`config.mk`:
```
export PLATFORM = sky130hd
export DESIGN_NAME = overlay_arbiter
export DESIGN_NICKNAME = d
export VERILOG_FILES = /design/src/rtl/overlay_pkg.sv /design/src/rtl/ovl_owner_fsm.sv /design/src/rtl/ovl_disp_pipe.sv /design/src/rtl/ovl_cpu_port.sv /design/src/rtl/overlay_arbiter.sv
export SDC_FILE = /design/constraint.sdc
export NUM_CORES = 1
export LEC_CHECK = 0
export BUFFER_PORTS_ARGS = -buffer_cell sky130_fd_sc_hd__buf_2
export CAP_MARGIN = 20
export CORE_MARGIN = 1.5
export CORE_UTILIZATION = 34
export CTS_CLUSTER_DIAMETER = 80
export DETAILED_ROUTE_END_ITERATION = 16
export PLACE_DENSITY = 0.77
export SYNTH_ARGS = -nofsm -noshare
export SYNTH_HDL_FRONTEND = slang
export SYNTH_SLANG_ARGS = --single-unit
```
`constraint.sdc`:
```
create_clock -name clk -period 1.4 [get_ports clk]
set_clock_uncertainty 0.05 [all_clocks]
set_input_delay 0.14 -clock clk [delete_from_list [all_inputs] [get_ports clk]]
set_output_delay 0.14 -clock clk [all_outputs]
set_load 0.02 [all_outputs]
```
`src/rtl/overlay_pkg.sv`:
```
package overlay_pkg;
  typedef enum logic [1:0] {
    OWN_GAP  = 2'd0,
    OWN_DISP = 2'd1,
    OWN_CPU  = 2'd2
  } owner_e;
endpackage

```
`src/rtl/ovl_owner_fsm.sv`:
```
module ovl_owner_fsm
  import overlay_pkg::*;
(
  input  logic   clk,
  input  logic   rst_n,
  input  logic   scan_active,
  input  logic   disp_busy,
  input  logic   cpu_busy,
  output owner_e owner
);
  owner_e state_q;

  always_ff @(posedge clk or negedge rst_n) begin
    if (!rst_n) begin
      state_q <= OWN_GAP;
    end else begin
      case (state_q)
        OWN_GAP:  state_q <= scan_active ? OWN_DISP : OWN_CPU;
        OWN_DISP: if (!scan_active && !disp_busy) state_q <= OWN_GAP;
        OWN_CPU:  if (scan_active && !cpu_busy) state_q <= OWN_GAP;
        default:  state_q <= OWN_GAP;
      endcase
    end
  end

  assign owner = state_q;
endmodule

```
`src/rtl/ovl_disp_pipe.sv`:
```
module ovl_disp_pipe #(
  parameter int PIX_W = 8
) (
  input  logic             clk,
  input  logic             rst_n,
  input  logic             enable,
  input  logic             pix_valid,
  input  logic [PIX_W-1:0] pix_data,
  output logic             pix_ready,
  output logic             rd_fire,
  input  logic [PIX_W-1:0] menu_rdata,
  input  logic             ann_rdata,
  output logic             out_valid,
  input  logic             out_ready,
  output logic [PIX_W-1:0] out_data,
  output logic             busy
);
  localparam logic [PIX_W-1:0] WHITE = {PIX_W{1'b1}};

  logic             s1_valid;
  logic [PIX_W-1:0] s1_pix;
  logic             ov_q;
  logic [PIX_W-1:0] od_q;
  logic             load_out;
  logic [PIX_W-1:0] merged;

  assign load_out  = s1_valid && (!ov_q || out_ready);
  assign pix_ready = enable && (!s1_valid || load_out);
  assign rd_fire   = pix_valid && pix_ready;

  always_comb begin
    if (menu_rdata != '0)  merged = menu_rdata;
    else if (ann_rdata)    merged = WHITE;
    else                   merged = s1_pix;
  end

  always_ff @(posedge clk or negedge rst_n) begin
    if (!rst_n) begin
      s1_valid <= 1'b0;
      s1_pix   <= '0;
    end else begin
      if (rd_fire) begin
        s1_valid <= 1'b1;
        s1_pix   <= pix_data;
      end else if (load_out) begin
        s1_valid <= 1'b0;
      end
    end
  end

  always_ff @(posedge clk or negedge rst_n) begin
    if (!rst_n) begin
      ov_q <= 1'b0;
      od_q <= '0;
    end else if (load_out) begin
      ov_q <= 1'b1;
      od_q <= merged;
    end else if (out_ready) begin
      ov_q <= 1'b0;
    end
  end

  assign out_valid = ov_q;
  assign out_data  = od_q;
  assign busy      = s1_valid;
endmodule

```
`src/rtl/ovl_cpu_port.sv`:
```
module ovl_cpu_port #(
  parameter int PIX_W = 8
) (
  input  logic             clk,
  input  logic             rst_n,
  input  logic             grant,
  input  logic             scan_active,
  input  logic             cpu_req,
  input  logic             cpu_sel,
  input  logic [PIX_W-1:0] menu_rdata,
  input  logic             ann_rdata,
  output logic             issue,
  output logic             cpu_ack,
  output logic             cpu_wait,
  output logic [PIX_W-1:0] cpu_rdata,
  output logic             busy
);
  logic ack_q;
  logic sel_q;

  assign issue = grant && !scan_active && cpu_req && !ack_q;

  always_ff @(posedge clk or negedge rst_n) begin
    if (!rst_n) begin
      ack_q <= 1'b0;
      sel_q <= 1'b0;
    end else begin
      ack_q <= issue;
      if (issue) sel_q <= cpu_sel;
    end
  end

  assign cpu_ack   = ack_q;
  assign cpu_wait  = cpu_req && !ack_q;
  assign cpu_rdata = sel_q ? menu_rdata : {{(PIX_W-1){1'b0}}, ann_rdata};
  assign busy      = ack_q;
endmodule

```
`src/rtl/overlay_arbiter.sv`:
```
module overlay_arbiter
  import overlay_pkg::*;
#(
  parameter int ADDR_W = 15,
  parameter int PIX_W  = 8
) (
  input  logic              clk,
  input  logic              rst_n,
  input  logic              scan_active,
  input  logic              pix_valid,
  output logic              pix_ready,
  input  logic [ADDR_W-1:0] pix_addr,
  input  logic [PIX_W-1:0]  pix_data,
  output logic              out_valid,
  input  logic              out_ready,
  output logic [PIX_W-1:0]  out_data,
  input  logic              cpu_req,
  input  logic              cpu_sel,
  input  logic              cpu_we,
  input  logic [ADDR_W-1:0] cpu_addr,
  input  logic [PIX_W-1:0]  cpu_wdata,
  output logic [PIX_W-1:0]  cpu_rdata,
  output logic              cpu_ack,
  output logic              cpu_wait,
  output logic              ann_en,
  output logic              ann_we,
  output logic [ADDR_W-1:0] ann_addr,
  output logic              ann_wdata,
  input  logic              ann_rdata,
  output logic              menu_en,
  output logic              menu_we,
  output logic [ADDR_W-1:0] menu_addr,
  output logic [PIX_W-1:0]  menu_wdata,
  input  logic [PIX_W-1:0]  menu_rdata
);
  owner_e            owner;
  logic              disp_busy, cpu_busy;
  logic              disp_fire, cpu_issue;
  logic [ADDR_W-1:0] bus_addr;

  ovl_owner_fsm u_owner (
    .clk, .rst_n, .scan_active,
    .disp_busy (disp_busy),
    .cpu_busy  (cpu_busy),
    .owner     (owner)
  );

  ovl_disp_pipe #(.PIX_W(PIX_W)) u_disp (
    .clk, .rst_n,
    .enable     (owner == OWN_DISP && scan_active),
    .pix_valid, .pix_data, .pix_ready,
    .rd_fire    (disp_fire),
    .menu_rdata, .ann_rdata,
    .out_valid, .out_ready, .out_data,
    .busy       (disp_busy)
  );

  ovl_cpu_port #(.PIX_W(PIX_W)) u_cpu (
    .clk, .rst_n,
    .grant      (owner == OWN_CPU),
    .scan_active, .cpu_req, .cpu_sel,
    .menu_rdata, .ann_rdata,
    .issue      (cpu_issue),
    .cpu_ack, .cpu_wait, .cpu_rdata,
    .busy       (cpu_busy)
  );

  assign bus_addr   = (owner == OWN_DISP) ? pix_addr : cpu_addr;
  assign ann_addr   = bus_addr;
  assign menu_addr  = bus_addr;
  assign ann_en     = disp_fire || (cpu_issue && !cpu_sel);
  assign menu_en    = disp_fire || (cpu_issue && cpu_sel);
  assign ann_we     = cpu_issue && !cpu_sel && cpu_we;
  assign menu_we    = cpu_issue && cpu_sel && cpu_we;
  assign ann_wdata  = cpu_wdata[0];
  assign menu_wdata = cpu_wdata;
endmodule

```
Yosys cells after proc, flatten, opt, wreduce, memory -nomap -nowiden --
Cells that the tools add are included.
Word-level totals: flip-flop bits (word level) 22, bits in latches 0, memory bits (writable) 0, memory bits (read-only) 0, bits of input ports 63, output and inout bits 63, memories kept 0
Cells by class: add/subtract/negate cells 0, $mul 0, divide/modulo/power cells 0, order comparisons 0, equality and inequality tests 4, shifts and indexed selects 0, muxes and demuxes 12, bitwise logic cells 0, reductions and logical operators 28
Operators with widths (count):
- 8-bit two-way mux | 3
- 15-bit two-way mux | 1
- 1-bit logical AND | 14
- 8-bit nonzero test | 1
- 2-bit two-way mux | 3
- 2-bit case mux with 3 select lines | 1
- 1-bit zero test | 5
- 1-bit logical OR | 4
- 1-bit two-way mux | 4
- 2-bit nonzero test | 2
- 2-bit by 1-bit equality test with 1-bit output, second input constant | 1
- 2-bit equality test, second input constant | 1
- 2-bit zero test | 1
- 2-bit by 1-bit inequality test with 1-bit output, second input constant | 1
- 2-bit inequality test, second input constant | 1
- 2-bit AND reduction | 1

Longest topological paths before layout --
word-level depth 7, gate-level depth with buffers 5, mapped depth without buffers 4

Modules after synthesis --
A second synthesis with hierarchy kept.
Unflattened totals: cell total of the unflattened synthesis 142, area total of the unflattened synthesis 1560.2 um2
By module, submodules not included:
- ovl_disp_pipe | instances 1, cells each 72, area each 864.6 um2, seq. area each 450.4 um2
- overlay_arbiter | instances 1, cells each 50, area each 474.2 um2, seq. area each 0.0 um2
- ovl_cpu_port | instances 1, cells each 14, area each 150.1 um2, seq. area each 50.0 um2
- ovl_owner_fsm | instances 1, cells each 6, area each 71.3 um2, seq. area each 50.0 um2

Least setup slack after synthesis --
Ideal clock, no wire load.
path kind reg-to-output, start register u_cpu.ack_q, in the netlist u_cpu.busy, end output port ann_we, arrival time 1.580 ns, required time 1.210 ns, slack -0.370 ns, cell stages (with the launch flop) 4, path buffers 0, cell sequence dfrtp_1 -> nor2b_1 -> nand3_1 -> nor3b_1
Between the ends: longest elaborated chain between the ends 4
Ends and longest elaborated chain:
- start: declaration | RTL line ovl_cpu_port.sv:18 | logic ack_q;
- start signal: assignment | RTL line ovl_cpu_port.sv:28 | ack_q <= issue;
- 1-bit zero test | RTL line ovl_cpu_port.sv:21 | assign issue = grant && !scan_active && cpu_req && !ack_q;
- 1-bit logical AND | RTL line ovl_cpu_port.sv:21
- 1-bit logical AND (2 in series) | RTL line overlay_arbiter.sv:73 | assign ann_we = cpu_issue && !cpu_sel && cpu_we;
- end: declaration | RTL line overlay_arbiter.sv:26 | output logic ann_we,
Every way passes these cells.

Worst setup path after layout --
start register u_owner.state_q[1], in the netlist u_owner.owner[1], end output port ann_en
Between the ends: longest elaborated chain between the ends 6, elaborated cells between the ends (all ways) 10
Ends and longest elaborated chain:
- start: declaration | RTL line ovl_owner_fsm.sv:11 | owner_e state_q;
- start signal: assignment | RTL line ovl_owner_fsm.sv:18 | OWN_GAP: state_q <= scan_active ? OWN_DISP : OWN_CPU;
- 2-bit equality test | RTL line overlay_arbiter.sv:60 | .grant (owner == OWN_CPU),
- 1-bit logical AND (3 in series) | RTL line ovl_cpu_port.sv:21
- 1-bit logical AND | RTL line overlay_arbiter.sv:71 | assign ann_en = disp_fire || (cpu_issue && !cpu_sel);
- 1-bit logical OR (*) | RTL line overlay_arbiter.sv:71
- end: declaration | RTL line overlay_arbiter.sv:25 | output logic ann_en,
Mark *: on every way between the ends. The rest lies on a longest branch, timed or not.

==> run_results.csv <==
group,metric,value,unit
outcome,status,"complete, but fails checks",
outcome,violations,"negative setup slack",
floorplan,die_w,68.06,um
logic_synthesis,yosys-top-cells-area,"dfrtp_1, mux2_2, buf_4",
global_route,grt_pass1_vias,1338,
layout,multi_input_area,817.0,um^2
pwr,sw_frac_of_total,0.3481,
timing,fin_crit_sh,1.180,
global_route,grt_max_degree,23,
floorplan,dieHeight,68.06,um
logic_synthesis,synth_top_cell_area_share,0.3826,
timing,slew_headroom,0.6716,
setup_path,crit_buf_inv,2,
global_route,grt_pass1_wl,6258,um
layout,final_util,0.5988,
logic_synthesis,ys_seq_elements,22,
timing,hold_viol_final,0,
setup_path,slowest_delay,390,ps
logic_synthesis,seq_area_frac_synth,0.3826,
setup_path,crit_fanout,3,
clock_tree,cts_buffer_depth,2,
logic_synthesis,synth_warnings,0,
timing,slew_violations,0,
detailed_routing,num_vias,1405,
setup_path,cp-startpoint,"u_owner.owner[1]",
placed_design,dp_hpwl,2852,um
setup_path,cp_cell_sequence,"nand2b_4 > nor3b_4 > buf_6 > o21bai_4 > buf_6",
logic_synthesis,synth_edf_count,0,
timing,worst_pin_slew,492.6,ps
logic_synthesis,syn_avg_cell_area,10.35,um^2
floorplan,ios,126,
detailed_routing,postRouteAntennaNets,0,
floorplan,start_util,0.3571,
placed_design,post-place-ws,-41.03,ps
detailed_routing,viasPerCell,4.895,
clock_tree,clk_latency,260,ps
logic_synthesis,synth_cell_type_count,26,
timing,period_needed,1652,ps
timing,final.setup.worst_slack,-251.8,ps
setup_path,startpoint_type,"flip-flop",
setup_path,crit_arrival,1460,ps
layout,drive_gt1_frac,0.7257,
setup_path,required,1210,ps
detailed_routing,drtIter0Drc,33,
hold_path,holdCritStartpoint,"pix_data[7]",
pwr,peakVddDrop,0.5671,mV
placed_design,portBuffers,108,
global_route,grt_usage,0.1805,
timing,timing.hold.ws,60.90,ps
logic_synthesis,synth_common_cells,"mux2_2, buf_4, dfrtp_1, a21oi_1",
pwr,p_leak,1.251,nW
setup_path,rrSetupSlack,-170,ps
layout,synthToLayoutAreaGrowth,67.65,%
pwr,power_density,1014,mW/mm^2
logic_synthesis,synth_cells,139,
floorplan,die-area,0.004631,mm^2
pwr,p_int,1.595,mW
clock_tree,numCtsBuffers,3,
pwr,comb_power_share,0.480,
setup_path,critical_path_class,"reg2out",
logic_synthesis,yosys.area.top_type,"dfrtp_1",
setup_path,cp_top_family,"simple AND/OR/NAND/NOR gates",
pwr,pwr-share-seq,0.359,
layout,fillerInstances,320,
detailed_routing,post_drt_wl_per_cell,15.16,um
hold_path,hp-class,"in2reg",
timing,rsz0062_at_grt,"yes",
logic_synthesis,yosys.cell_count.top_type,"mux2_2",
logic_synthesis,syn-cell-area,0.001439,mm^2
clock_tree,path_clk_slew,80,ps
setup_path,timing.rr.start,"u_owner.owner[1]",
clock_tree,htreeDepth,1,
global_route,antenna_found_initial,0,
clock_tree,root_buffer,"clkbuf_8",
floorplan,rows,23,
setup_path,crit_slowest_cell,"dfrtp_1",
clock_tree,cts_sinks,22,
layout,seq_area,553.0,um^2
pwr,p_clk_frac,0.161,
logic_synthesis,synth_nets,202,
setup_path,end_kind,"primary output",
global_route,grt_overflow_total,0,
detailed_routing,drt_first_pass_iters,4,
layout,nNetsFinal,301,
timing,clock.fmax,605.4,MHz
detailed_routing,drc,0,
pwr,p_switching,851.8,uW
detailed_routing,totalWireLength,4351,um
logic_synthesis,async_flop_share,1.000,
layout,antennaDiodeCount,0,
timing,finalSetupViolations,44,
clock_tree,cts_tree,"done",
floorplan,core_area,0.004029,mm^2
setup_path,crit_path_frequent_cell,"buf_6",
flow_run,cap_viol_max_count,0,
logic_synthesis,ys.flop_type,"dfrtp_1",
placed_design,routabilityCongestion,0.7244,
## cells in the final DEF (no fill, tap or decap), types with 3 or more instances in the layout
| cell | n |
|---|---|
| a31oi_1 | 8 |
| or2_2 | 8 |
| and2_1 | 8 |
| clkbuf_8 | 3 |
| buf_2 | 72 |
| dfrtp_1 | 20 |
| buf_4 | 12 |
| mux2_4 | 24 |
| a21oi_1 | 18 |
| buf_6 | 36 |
## worst register-to-register path: stages, from the launching register on
cell and delay [ps]:
dfrtp_1 390, nand2b_4 190, nor3b_4 250, buf_6 140
buf_8 130, mux2_4 300
## per-stage QoR
| stage | cells | TNS, ps | area (um^2) | power [mW] |
|---|---|---|---|---|
| 2_1_floorplan | 139 | -1161 | 1538 | 1.555 |
| 3_3_place_gp | 274 | 0 | 1942 | 1.785 |
| 3_5_place_dp | 274 | -320.9 | 1942 | 1.807 |
| 5_1_grt | 287 | -11810 | 2412 | 2.600 |
| 4_1_cts | 286 | -8747 | 2374 | 2.412 |
| 6_report | 287 | -9622 | 2412 | 2.447 |
## per-layer routing
layer	GRT usage	vias up	part of all wire
li1	-	666	-
met1	0.2310	671	0.39
met2	0.3083	59	0.54
met3	0.02961	9	0.054
met4	0.06000	0	0.021
met5	0	-	0
## logic make-up (layout without fill, tap and decap cells)
kind of cell,after synthesis,count (layout),synth area share
muxes,25,25,0.1957
and+or+nand+nor,32,32,0.1548
AOI/OAI and AO/OA,29,29,0.1113
buffers and inverters,31,129,0.1556
DFF,22,22,0.3826
## power by group through the flow
stage                     Clock (mW)  Combinational (mW)  Sequential [mW]
after CTS                      0.398                1.14            0.873
after detailed placement           0               0.924            0.882
after global routing           0.447                1.26            0.895
final                          0.394                1.17            0.879
after floorplan                    0               0.602            0.953
after global placement             0               0.910            0.875
## sequential cells by signal (all words and copies together) (netlist names)
signal / flops
u_disp.busy: 1
u_disp.out_data: 8
u_cpu.busy: 1
u_disp.s1_pix: 8
u_disp.out_valid: 1
u_owner.owner: 2
u_cpu.sel_q: 1
## area by class of cell
class,instances,area share
clock buffer,4,0.01867
inverter,1,0.002593
multi-input combinational,86,0.3387
sequential,22,0.2293
tap,50,0.02593
timing repair buffer,124,0.3849
## timing repair
action | CTS | global route
buffers inserted | 7 | 1
hold endpoints to repair | 22 | 0
resized for setup | 93 | 7
pin swaps | 3 | 2
hold buffers | 1 | 0
endpoints found under the setup margin | 43 | 46
cloned | 1 | 0
## path summary, 6_finish.rpt
kind / end / cells past startpoint
setup / recovery: ann_en / 5
hold / removal: u_disp.s1_pix[7] / 2
setup reg to reg: u_disp.s1_pix[6] / 5
hold reg to reg: u_disp.s1_pix[4] / 1
max in group asynchronous: u_cpu.busy / 2
min in group asynchronous: u_disp.s1_pix[0] / 2
(Power assumes the default switching activity.)
